<file path="config.mk">
export PLATFORM = sky130hd
export DESIGN_NAME = crc_aug_tx
export DESIGN_NICKNAME = d
export VERILOG_FILES = /design/src/rtl/crc_aug_pkg.sv /design/src/rtl/crc_aug_ctrl.sv /design/src/rtl/crc_aug_div.sv /design/src/rtl/crc_aug_serout.sv /design/src/rtl/crc_aug_tx.sv
export SDC_FILE = /design/constraint.sdc
export NUM_CORES = 1
export LEC_CHECK = 0
export ABC_AREA = 1
export BUFFER_PORTS_ARGS = -buffer_cell sky130_fd_sc_hd__buf_2
export CORE_AREA = 5 5 42 44
export DETAILED_ROUTE_END_ITERATION = 16
export DIE_AREA = 0 0 47 49
export PLACE_DENSITY = 0.65
export SYNTH_ARGS = -nofsm -noshare
export SYNTH_HDL_FRONTEND = slang
export SYNTH_SLANG_ARGS = --single-unit
</file>
<file path="constraint.sdc">
create_clock -name clk -period 1.1 [get_ports clk]
set_input_delay 0.11 -clock clk [delete_from_list [all_inputs] [get_ports clk]]
set_output_delay 0.11 -clock clk [all_outputs]
set_load 0.02 [all_outputs]
</file>
<file path="src/rtl/crc_aug_pkg.sv">
package crc_aug_pkg;

    localparam int unsigned CRC_DEG = 3;
    localparam logic [CRC_DEG:0] CRC_GEN = 4'b1101;

    typedef enum logic [1:0] {
        ST_IDLE,
        ST_DATA,
        ST_TAIL
    } tx_state_e;

    typedef struct packed {
        logic clr;       // start of frame: zero the remainder
        logic step;      // message bit accepted: divide
        logic shift;     // remainder cycle: shift out MSB
        logic tail_end;  // last remainder cycle
    } div_ctl_t;

    function automatic logic fb_bit(input logic msb, input logic din);
        return msb ^ din;
    endfunction

endpackage

</file>
<file path="src/rtl/crc_aug_ctrl.sv">
module crc_aug_ctrl
    import crc_aug_pkg::*;
#(
    parameter int unsigned DEG = CRC_DEG
) (
    input  logic     clk,
    input  logic     rst,
    input  logic     start_i,
    input  logic     bit_vld_i,
    input  logic     last_i,
    output div_ctl_t ctl_o
);
    localparam int unsigned CW = (DEG > 1) ? $clog2(DEG) : 1;
    localparam logic [CW-1:0] CNT_END = CW'(DEG - 1);

    tx_state_e     state_q, state_d;
    logic [CW-1:0] cnt_q, cnt_d;
    logic          open_ok;

    always_comb begin
        open_ok        = start_i && (state_q != ST_TAIL);
        ctl_o.clr      = open_ok;
        ctl_o.step     = (state_q == ST_DATA) && bit_vld_i && !start_i;
        ctl_o.shift    = (state_q == ST_TAIL);
        ctl_o.tail_end = (state_q == ST_TAIL) && (cnt_q == CNT_END);

        state_d = state_q;
        cnt_d   = cnt_q;
        if (open_ok) begin
            state_d = ST_DATA;
            cnt_d   = '0;
        end else begin
            unique case (state_q)
                ST_DATA: if (ctl_o.step && last_i) begin
                    state_d = ST_TAIL;
                    cnt_d   = '0;
                end
                ST_TAIL: begin
                    cnt_d = cnt_q + 1'b1;
                    if (ctl_o.tail_end) state_d = ST_IDLE;
                end
                default: ;
            endcase
        end
    end

    always_ff @(posedge clk) begin
        if (rst) begin
            state_q <= ST_IDLE;
            cnt_q   <= '0;
        end else begin
            state_q <= state_d;
            cnt_q   <= cnt_d;
        end
    end

endmodule

</file>
<file path="src/rtl/crc_aug_div.sv">
module crc_aug_div
    import crc_aug_pkg::*;
#(
    parameter int unsigned     DEG = CRC_DEG,
    parameter logic [DEG:0]    GEN = CRC_GEN
) (
    input  logic           clk,
    input  logic           rst,
    input  div_ctl_t       ctl_i,
    input  logic           din,
    output logic [DEG-1:0] rem_o
);
    logic [DEG-1:0] rem_q, rem_d, div_v;
    logic           fb;

    // Direct form: feeding the bit at the top equals dividing the
    // message extended by DEG zero bits.
    assign fb = fb_bit(rem_q[DEG-1], din);

    for (genvar gi = 0; gi < DEG; gi++) begin : g_tap
        if (gi == 0) begin : g_lsb
            assign div_v[gi] = GEN[gi] & fb;
        end else begin : g_mid
            assign div_v[gi] = rem_q[gi-1] ^ (GEN[gi] & fb);
        end
    end

    always_comb begin
        rem_d = rem_q;
        if (ctl_i.clr)        rem_d = '0;
        else if (ctl_i.step)  rem_d = div_v;
        else if (ctl_i.shift) rem_d = rem_q << 1;
    end

    always_ff @(posedge clk) begin
        if (rst) rem_q <= '0;
        else     rem_q <= rem_d;
    end

    assign rem_o = rem_q;

endmodule

</file>
<file path="src/rtl/crc_aug_serout.sv">
module crc_aug_serout
    import crc_aug_pkg::*;
(
    input  logic     clk,
    input  logic     rst,
    input  div_ctl_t ctl_i,
    input  logic     din,
    input  logic     rem_msb,
    output logic     ser_o,
    output logic     ser_vld_o,
    output logic     done_o
);
    logic ser_d;

    always_comb begin
        ser_d = 1'b0;
        if (ctl_i.step)       ser_d = din;
        else if (ctl_i.shift) ser_d = rem_msb;
    end

    always_ff @(posedge clk) begin
        if (rst) begin
            ser_o     <= 1'b0;
            ser_vld_o <= 1'b0;
            done_o    <= 1'b0;
        end else begin
            ser_o     <= ser_d;
            ser_vld_o <= ctl_i.step | ctl_i.shift;
            done_o    <= ctl_i.tail_end;
        end
    end

endmodule

</file>
<file path="src/rtl/crc_aug_tx.sv">
module crc_aug_tx
    import crc_aug_pkg::*;
#(
    parameter int unsigned  DEG = CRC_DEG,
    parameter logic [DEG:0] GEN = CRC_GEN
) (
    input  logic clk,
    input  logic rst,
    input  logic start_i,
    input  logic bit_vld_i,
    input  logic bit_i,
    input  logic last_i,
    output logic ser_o,
    output logic ser_vld_o,
    output logic frame_done_o
);
    div_ctl_t       ctl_w;
    logic [DEG-1:0] rem_w;
    logic           acc_w;

    assign acc_w = ctl_w.step;

    crc_aug_ctrl #(.DEG(DEG)) i_ctrl (
        .clk      (clk),
        .rst      (rst),
        .start_i  (start_i),
        .bit_vld_i(bit_vld_i),
        .last_i   (last_i),
        .ctl_o    (ctl_w)
    );

    crc_aug_div #(.DEG(DEG), .GEN(GEN)) i_div (
        .clk  (clk),
        .rst  (rst),
        .ctl_i(ctl_w),
        .din  (bit_i),
        .rem_o(rem_w)
    );

    crc_aug_serout i_out (
        .clk      (clk),
        .rst      (rst),
        .ctl_i    (ctl_w),
        .din      (bit_i),
        .rem_msb  (rem_w[DEG-1]),
        .ser_o    (ser_o),
        .ser_vld_o(ser_vld_o),
        .done_o   (frame_done_o)
    );

endmodule

</file>
==> flow_summary.json, run 1 <==
{
  "place.gp.congestion": 0.730,
  "fin_nets": 90,
  "die_area_um2": 2300,
  "portBuffers": 8,
  "netlist_instances": 64,
  "crit_cells": 4,
  "grt_pass1_wl_mm": 1.55,
  "cp.buffers_inverters": 1,
  "slew_headroom_pct": 84.2,
  "diodes": 0,
  "via_per_inst": 4.53,
  "drv_slew": 0,
  "clock-sinks": 10,
  "r2r_start": "i_ctrl.cnt_q[0]",
  "synth_top_family_by_area": "simple AND/OR/NAND/NOR gates",
  "dieHeight_um": 49,
  "ant_nets": 0,
  "grt_max_degree": 7,
  "avgSynthCellArea_um2": 7.57,
  "grt-ovfl-total": 0,
  "critPathSlowestCell": "dfxtp_2",
  "hold_ws_ps": 72.6,
  "r2r_slack_ps": 50,
  "wirelength_um": 924,
  "regArea_um2": 206,
  "cts_max_path_buffers": 2,
  "max_freq_mhz": 952,
  "drtPass1Iterations": 4,
  "cp_slowest_stage_delay_ps": 320,
  "wl_per_cell_um": 9.43,
  "period_share_pct": 95.5,
  "grt_pass1_vias": 369,
  "startpoint_type": "flip-flop",
  "finalClockSkew_ps": 2.59,
  "die_w_um": 47,
  "ys_seq_area_share_pct": 41.3,
  "critPathCapture": "i_ctrl.cnt_q[1]",
  "fin_crit_ps": 1050,
  "highest_layer": "met4",
  "cp_data_arrival_time_ps": 1260,
  "start_util_pct": 34.6,
  "power_density_nw_per_um2": 1190,
  "clk_pin_slew_ps": 70,
  "place_hpwl_um": 679,
  "synth_compound_area_share_pct": 12.1,
  "num-fill-cells": 139,
  "wl_met1_um": 404,
  "hp-class": "primary input to flip-flop",
  "final-hold-violation-count": 0,
  "crit_family": "flip-flops",
  "cp-end-kind": "flip-flop",
  "ys_types": 18,
  "final_area_um2": 654,
  "row_count": 14,
  "synth_xor_area_share_pct": 0,
  "r2r-end": "i_ctrl.cnt_q[1]",
  "p_leak_nw": 0.283,
  "synthSimpleGateAreaFrac_pct": 33.9,
  "critical_path.startpoint": "i_ctrl.cnt_q[0]",
  "ios": 9,
  "fin_util_pct": 46.7,
  "worst-setup-path-type": "flip-flop to flip-flop",
  "synth_nets": 71,
  "synth-adder-area-share_pct": 2.58,
  "vias": 444,
  "grt.total_usage_pct": 9.34,
  "cts_tree": "done",
  "h-tree-depth": 1,
  "worst_pin_slew_ps": 235,
  "holdBufCountCts": 0,
  "worstRegToRegCells": 4,
  "p_total_uw": 780,
  "ctsRootBufferMaster": "clkbuf_4",
  "required_ps": 1310,
  "synth_seq_cells": 10,
  "drive_gt1_share_pct": 51.2,
  "fin_cells": 98,
  "yosys_warnings": 0,
  "met2_length_um": 441,
  "cp_cell_sequence": "inv_1 > ha_1 > or2_4 > a21oi_2",
  "clk_latency_ps": 270,
  "setup_viol": 0,
  "cts_buffers": 3,
  "core_um2": 1400,
  "vdd_drop_max_mv": 0.842,
  "numPlacedInstances": 93,
  "maxCapViolCount": 0,
  "postPlaceCellArea_um2": 578,
  "multi_input_area_um2": 258,
  "remaining_drc_errors": 0,
  "critPathMaxFanout": 2,
  "antenna_found_initial": 0,
  "area_growth_pct": 35.1,
  "rsz0062_at_grt": "true",
  "status": "complete, no violations",
  "drtIter0Drc": 11,
  "wl_met3_um": 54,
  "syn_area_um2": 484,
  "synth_mux_area_share_pct": 0
}
per-layer routing:
metal | global-route usage [%] | vias up
met4 | 5.53 | 0
met3 | 3.32 | 2
met5 | 0 | -
met2 | 11.3 | 10
met1 | 13.6 | 197
li1 | - | 235
placed cells by master (no fill, tap or decap), types with 2 or more instances in the layout:
cell type and count:
inv_2 3, nor2_1 6, clkbuf_4 3, a21oi_2 5, a21oi_1 2, nand3_1 3
nor2_2 3, dfxtp_2 2, buf_4 6, dfxtp_1 7, inv_1 7, nand2_2 4
nor2_4 3, nand2_1 11, or2_4 2, buf_2 8
layout make-up:
cell class | count | area share, %
multi-input combinational | 43 | 39.4
sequential | 10 | 31.5
inverter | 10 | 5.74
clock buffer | 4 | 5.54
tap | 16 | 3.06
timing repair buffer | 15 | 14.7
how the worst min path moves through the flow:
stage	start	cells after the start	endpoint
6_report	rst	2	i_ctrl.state_q[0]
5_1_grt	rst	2	i_out.ser_o
4_1_cts	rst	2	i_out.ser_o
3_5_place_dp	rst	2	i_out.ser_vld_o
3_3_place_gp	rst	2	i_out.ser_vld_o
2_1_floorplan	rst	1	i_out.ser_o
Yosys cell counts:
| library cell | instances | area, um^2 |
|---|---|---|
| nand2_2 | 2 | 12.5 |
| nor2_4 | 1 | 11.3 |
| a21oi_2 | 5 | 43.8 |
| nor2_2 | 4 | 25.0 |
| o21ai_0 | 1 | 5.00 |
| nand3b_1 | 1 | 7.51 |
| ha_1 | 1 | 12.5 |
| nor3_1 | 1 | 5.00 |
| a21oi_1 | 2 | 10.0 |
| nor2_1 | 7 | 26.3 |
| dfxtp_1 | 10 | 200 |
| or2_1 | 1 | 6.26 |
| or2_2 | 1 | 6.26 |
| nand3_1 | 3 | 15.0 |
| buf_6 | 1 | 11.3 |
| inv_1 | 8 | 30.0 |
| inv_2 | 2 | 7.51 |
| nand2_1 | 13 | 48.8 |
flip-flops by register name, summed over array words and instances (netlist names):
register / count
i_out.done_o: 1
i_out.ser_vld_o: 1
i_out.ser_o: 1
i_div.rem_o: 3
i_ctrl.cnt_q: 2
i_ctrl.state_q: 2
stage by stage:
| stage | TNS [ps] | setup WS [ps] |
|---|---|---|
| 3_3_place_gp | -21.9 | -21.9 |
| 4_1_cts | 0 | 4.08 |
| 2_1_floorplan | 0 | 6.22 |
| 6_report | 0 | 49.2 |
| 3_5_place_dp | -75.5 | -26.0 |
| 5_1_grt | -27.0 | -27.0 |
power by group:
group	internal (mW)	total [mW]	switching, mW
logic	0.0330	0.0762	0.0433
clock network	0.201	0.330	0.129
registers	0.367	0.373	0.00573
cells by family after synthesis:
logic type,after synthesis
AND/OR/NAND/NOR,34
AO/OA/AOI/OAI,8
buffers and inverters,11
flip-flops,10
adder cells (fa/ha/maj),1
worst reg2reg max path: cells and delay by family (launching register included):
kind,cells,cell delay (ps)
DFF,1,320
buffers and inverters,1,50
AOI/OAI and AO/OA,1,120
adders and majority gates,1,260
and+or+nand+nor,1,250
timing repair:
action                                  in CTS  in global routing
endpoints found under the setup margin       5                  8
gates resized for setup                      3                 10
setup buffers                                0                  1
pin swaps                                    0                  7
hold endpoints to repair                     0                  0
(Power assumes the default switching activity.)
==> run 2: changes to the inputs <==
Settings changed: HOLD_SLACK_MARGIN set to 0.1, PLACE_DENSITY 0.65 to not set.
Clock period 1.1 ns to 1.2 ns, I/O delays scaled along.
==> run 2 against run 1 <==
Largest cell class unchanged. Combinational power down 26%. Non-clock buffer count fell by 4. Register-to-register slack better by 30 ps. Highest routed layer unchanged. Critical path depth unchanged. Critical endpoint unchanged. Clock power decreased by 8.2%. Cell area is 8.4% lower.
==> flow_summary.json, run 2 (synthesis results as in run 1) <==
{
  "die_w_um": 47,
  "cp.buffers_inverters": 1,
  "fin_nets": 86,
  "cp-end-kind": "flip-flop",
  "row_count": 14,
  "place_hpwl_um": 696,
  "dieHeight_um": 49,
  "grt-ovfl-total": 0,
  "power_density_nw_per_um2": 1170,
  "drtPass1Iterations": 4,
  "period_share_pct": 93.5,
  "critPathMaxFanout": 2,
  "critPathSlowestCell": "dfxtp_2",
  "cts_max_path_buffers": 2,
  "die_area_um2": 2300,
  "max_freq_mhz": 891,
  "p_leak_nw": 0.261,
  "vdd_drop_max_mv": 0.633,
  "post-place-ws_ps": 75.2,
  "setup_ws_ps": 78.2,
  "hp-class": "primary input to flip-flop",
  "cp_cell_sequence": "inv_1 > ha_1 > or2_2 > a21oi_2",
  "remaining_drc_errors": 0,
  "tns_ps": 0,
  "worst-setup-path-type": "flip-flop to flip-flop",
  "drive_gt1_share_pct": 41.0,
  "core_um2": 1400,
  "startpoint_type": "flip-flop",
  "status": "complete, no violations",
  "ios": 9,
  "final_common_cell": "nand2_1",
  "fin_util_pct": 42.8,
  "portBuffers": 8,
  "final-hold-violation-count": 0,
  "cp_slowest_stage_delay_ps": 320,
  "finalClockSkew_ps": 4.71,
  "slew_headroom_pct": 86.0,
  "via_per_inst": 4.43,
  "clk_latency_ps": 270,
  "grt_pass1_wl_mm": 1.53,
  "h-tree-depth": 1,
  "worst_pin_slew_ps": 208,
  "cts_buffers": 3,
  "rsz0062_at_grt": "false",
  "ctsRootBufferMaster": "clkbuf_4",
  "largest_register_ffs": 3,
  "clock-sinks": 10,
  "drv_slew": 0,
  "cp_data_arrival_time_ps": 1330,
  "area_growth_pct": 23.8,
  "numPlacedInstances": 89,
  "required_ps": 1410,
  "diodes": 0,
  "cts_tree": "done",
  "grt_pass1_vias": 363,
  "grt_max_degree": 7,
  "p_total_uw": 702,
  "ant_nets": 0,
  "fin_crit_ps": 1120,
  "layout_common_cells": "nand2_1, inv_1, dfxtp_1, buf_2, nor2_1",
  "antenna_found_initial": 0,
  "vias": 416,
  "crit_family": "flip-flops",
  "start_util_pct": 34.6,
  "wl_per_cell_um": 9.45,
  "drtIter0Drc": 9,
  "wirelength_um": 888,
  "fin_cells": 94,
  "maxCapViolCount": 0,
  "grt.total_usage_pct": 9.39,
  "place.gp.congestion": 0.689,
  "setup_viol": 0,
  "clk_pin_slew_ps": 70
}
[run 2: cell count changes in the layout (fill, tap and decap cells not counted), moves of 2 or more]
cell / change
buf_4: -4
nand2_1: +2
nand2_2: -2
nor2_4: -2
[run 2: metal layers]
layer  global-route usage [%]  wire [um]
met3                     3.32         37
met1                     13.3        431
met2                     11.1        383
met4                     6.91         37
met5                        0          0
[run 2: cell type report]
cell class                 instances  area [um^2]
clock buffer                       4         36.3
timing repair buffer              11         65.1
fill                             156          802
multi-input combinational         43          238
tap                               16         20.0
inverter                          10         37.5
sequential                        10          203
[run 2: power breakdown]
part	internal (mW)	switching [mW]	total (mW)	leakage [nW]
clock network	0.184	0.119	0.303	0.0210
registers	0.337	0.00489	0.342	0.0817
logic	0.0232	0.0333	0.0565	0.159
total	0.545	0.157	0.702	0.261
[run 2: what timing repair did]
action	CTS	global route
resized for setup	0	3
endpoints found under the hold margin	4	0
setup buffers	0	0
setup endpoints to repair	0	5
hold buffers	1	0
[run 2: worst paths after layout]
path | slack [ps] | end | start | cells past startpoint
setup / recovery | 80 | i_ctrl.cnt_q[1] | i_ctrl.cnt_q[0] | 4
hold reg to reg | 470 | i_div.rem_o[0] | i_div.rem_o[0] | 2
setup reg to reg | 80 | i_ctrl.cnt_q[1] | i_ctrl.cnt_q[0] | 4
hold / removal | 120 | i_out.ser_o | bit_i | 3
[run 2: metrics by stage]
stage	hold slack (ps)	cell area (um^2)
after global routing	131	599
after floorplan	189	484
after detailed placement	356	548
after CTS	119	594
final	123	599
after global placement	361	548
[run 2: worst reg2reg max path: stages, from the launching register on]
cell     delay [ps]
dfxtp_2         320
inv_1            50
ha_1            270
or2_2           300
a21oi_2         120
==> run 3: changes to the inputs <==
Settings changed: PLACE_DENSITY set to 0.63.
==> run 3 against run 2 <==
Utilization down 0.27 points. Routed wire length up 4.6%. Power up 0.48%. Clock skew down 1.7 ps. Clock power up 1%. Via count up 0.96%. Combinational power down 1%. First-iteration DRC count down 89%. Sequential share of layout area up 0.42 points. Critical path type unchanged. Largest cell class unchanged. Largest power group unchanged. Highest routed layer unchanged.
==> flow_summary.json, run 3 (synthesis results as in run 1) <==
{
  "dieHeight_um": 49,
  "wl_per_cell_um": 9.99,
  "hp-class": "primary input to flip-flop",
  "vdd_drop_max_mv": 0.520,
  "die_w_um": 47,
  "tns_ps": 0,
  "portBuffers": 8,
  "grt_pass1_wl_mm": 1.53,
  "worstHoldStart": "bit_i",
  "cp-end-kind": "flip-flop",
  "post-place-ws_ps": 20.3,
  "cts_tree": "done",
  "hold_depth": 3,
  "drtPass1Iterations": 4,
  "die_area_um2": 2300,
  "clock-sinks": 10,
  "layout_common_cells": "nand2_1, inv_1, buf_2",
  "diodes": 0,
  "place_hpwl_um": 690,
  "finalClockSkew_ps": 3.03,
  "drtIter0Drc": 1,
  "status": "complete, no violations",
  "h-tree-depth": 1,
  "final_area_um2": 596,
  "ios": 9,
  "clk_latency_ps": 270,
  "required_ps": 1400,
  "rsz0062_at_grt": "false",
  "worstRegToRegCells": 5,
  "power_density_nw_per_um2": 1180,
  "vias": 420,
  "p_total_uw": 705,
  "cts_max_path_buffers": 2,
  "cts_buffers": 3,
  "slew_headroom_pct": 77.1,
  "r2r_start": "i_ctrl.state_q[1]",
  "period_share_pct": 93.7,
  "max_freq_mhz": 889,
  "worst_pin_slew_ps": 344,
  "drive_gt1_share_pct": 40.3,
  "setup_ws_ps": 75.1,
  "ant_nets": 0,
  "clk_pin_slew_ps": 70,
  "drv_slew": 0,
  "p_leak_nw": 0.257,
  "via_per_inst": 4.52,
  "grt_max_degree": 7,
  "r2r_slack_ps": 80,
  "wirelength_um": 929,
  "worst-setup-path-type": "flip-flop to flip-flop",
  "r2r-end": "i_ctrl.cnt_q[0]",
  "ctsRootBufferMaster": "clkbuf_4",
  "remaining_drc_errors": 0,
  "row_count": 14,
  "final-hold-violation-count": 0,
  "grt-ovfl-total": 0,
  "core_um2": 1400,
  "critPathMaxFanout": 6,
  "cp_data_arrival_time_ps": 1320,
  "setup_viol": 0,
  "antenna_found_initial": 0,
  "startpoint_type": "flip-flop",
  "fin_nets": 85,
  "maxCapViolCount": 0,
  "start_util_pct": 34.6,
  "hold_ws_ps": 109,
  "postPlaceCellArea_um2": 541,
  "holdPathEnd": "i_out.ser_o",
  "area_growth_pct": 23.0,
  "largest_register_ffs": 3,
  "place.gp.congestion": 0.728,
  "fin_crit_ps": 1120,
  "final_common_cell": "nand2_1",
  "grt.total_usage_pct": 9.68,
  "grt_pass1_vias": 373
}
[run 3: per-layer routing]
layer / track usage [%] / part of all wire [%] / vias to the layer above / routed length [um]
met1: 13.1 / 44 / 186 / 407
met5: 0 / 0 / - / 0
met2: 11.3 / 46 / 8 / 429
li1: - / - / 221 / -
met4: 9.68 / 4.5 / 0 / 42
met3: 2.58 / 5.4 / 5 / 50
[run 3: critical path, cell delays in order (launching register included)]
cell,delay [ps]
dfxtp_2,340
inv_2,50
nor2_4,120
nor2_2,50
or2_1,330
a21oi_2,160
[run 3: where the power goes]
part	switching, mW	total, mW	leakage [nW]	internal (mW)
logic	0.0345	0.0557	0.153	0.0212
registers	0.00530	0.343	0.0822	0.338
clock network	0.122	0.307	0.0210	0.185
total	0.162	0.705	0.257	0.543
[run 3: final cells by class]
class | count | area, um^2
multi-input combinational | 43 | 240
timing repair buffer | 10 | 57.6
inverter | 10 | 37.5
tap | 16 | 20.0
fill | 146 | 806
clock buffer | 4 | 36.3
sequential | 10 | 204
[run 3: worst max-delay path by stage]
stage,endpoint,cells after the start,start,slack (ps)
6_report,i_ctrl.cnt_q[0],5,i_ctrl.state_q[1],80
5_1_grt,i_ctrl.cnt_q[1],4,i_ctrl.cnt_q[0],8
4_1_cts,i_div.rem_o[2],7,i_ctrl.state_q[0],10
3_5_place_dp,i_div.rem_o[2],7,i_ctrl.state_q[0],20
3_3_place_gp,i_div.rem_o[0],5,i_ctrl.state_q[1],70
2_1_floorplan,i_ctrl.cnt_q[1],4,i_ctrl.cnt_q[0],110
[run 3: metrics by stage]
step | util (%) | instances
finish | 42.5 | 93
global route | 42.5 | 93
global placement | 38.6 | 88
detailed placement | 38.6 | 88
CTS | 41.9 | 93
floorplan | - | 64
[run 3: timing repair]
item                                    CTS  global route
hold buffers                              1             0
endpoints found under the hold margin     4             0
endpoints found under the setup margin    0             4
gates resized for setup                   0             4
buffers inserted                          0             0
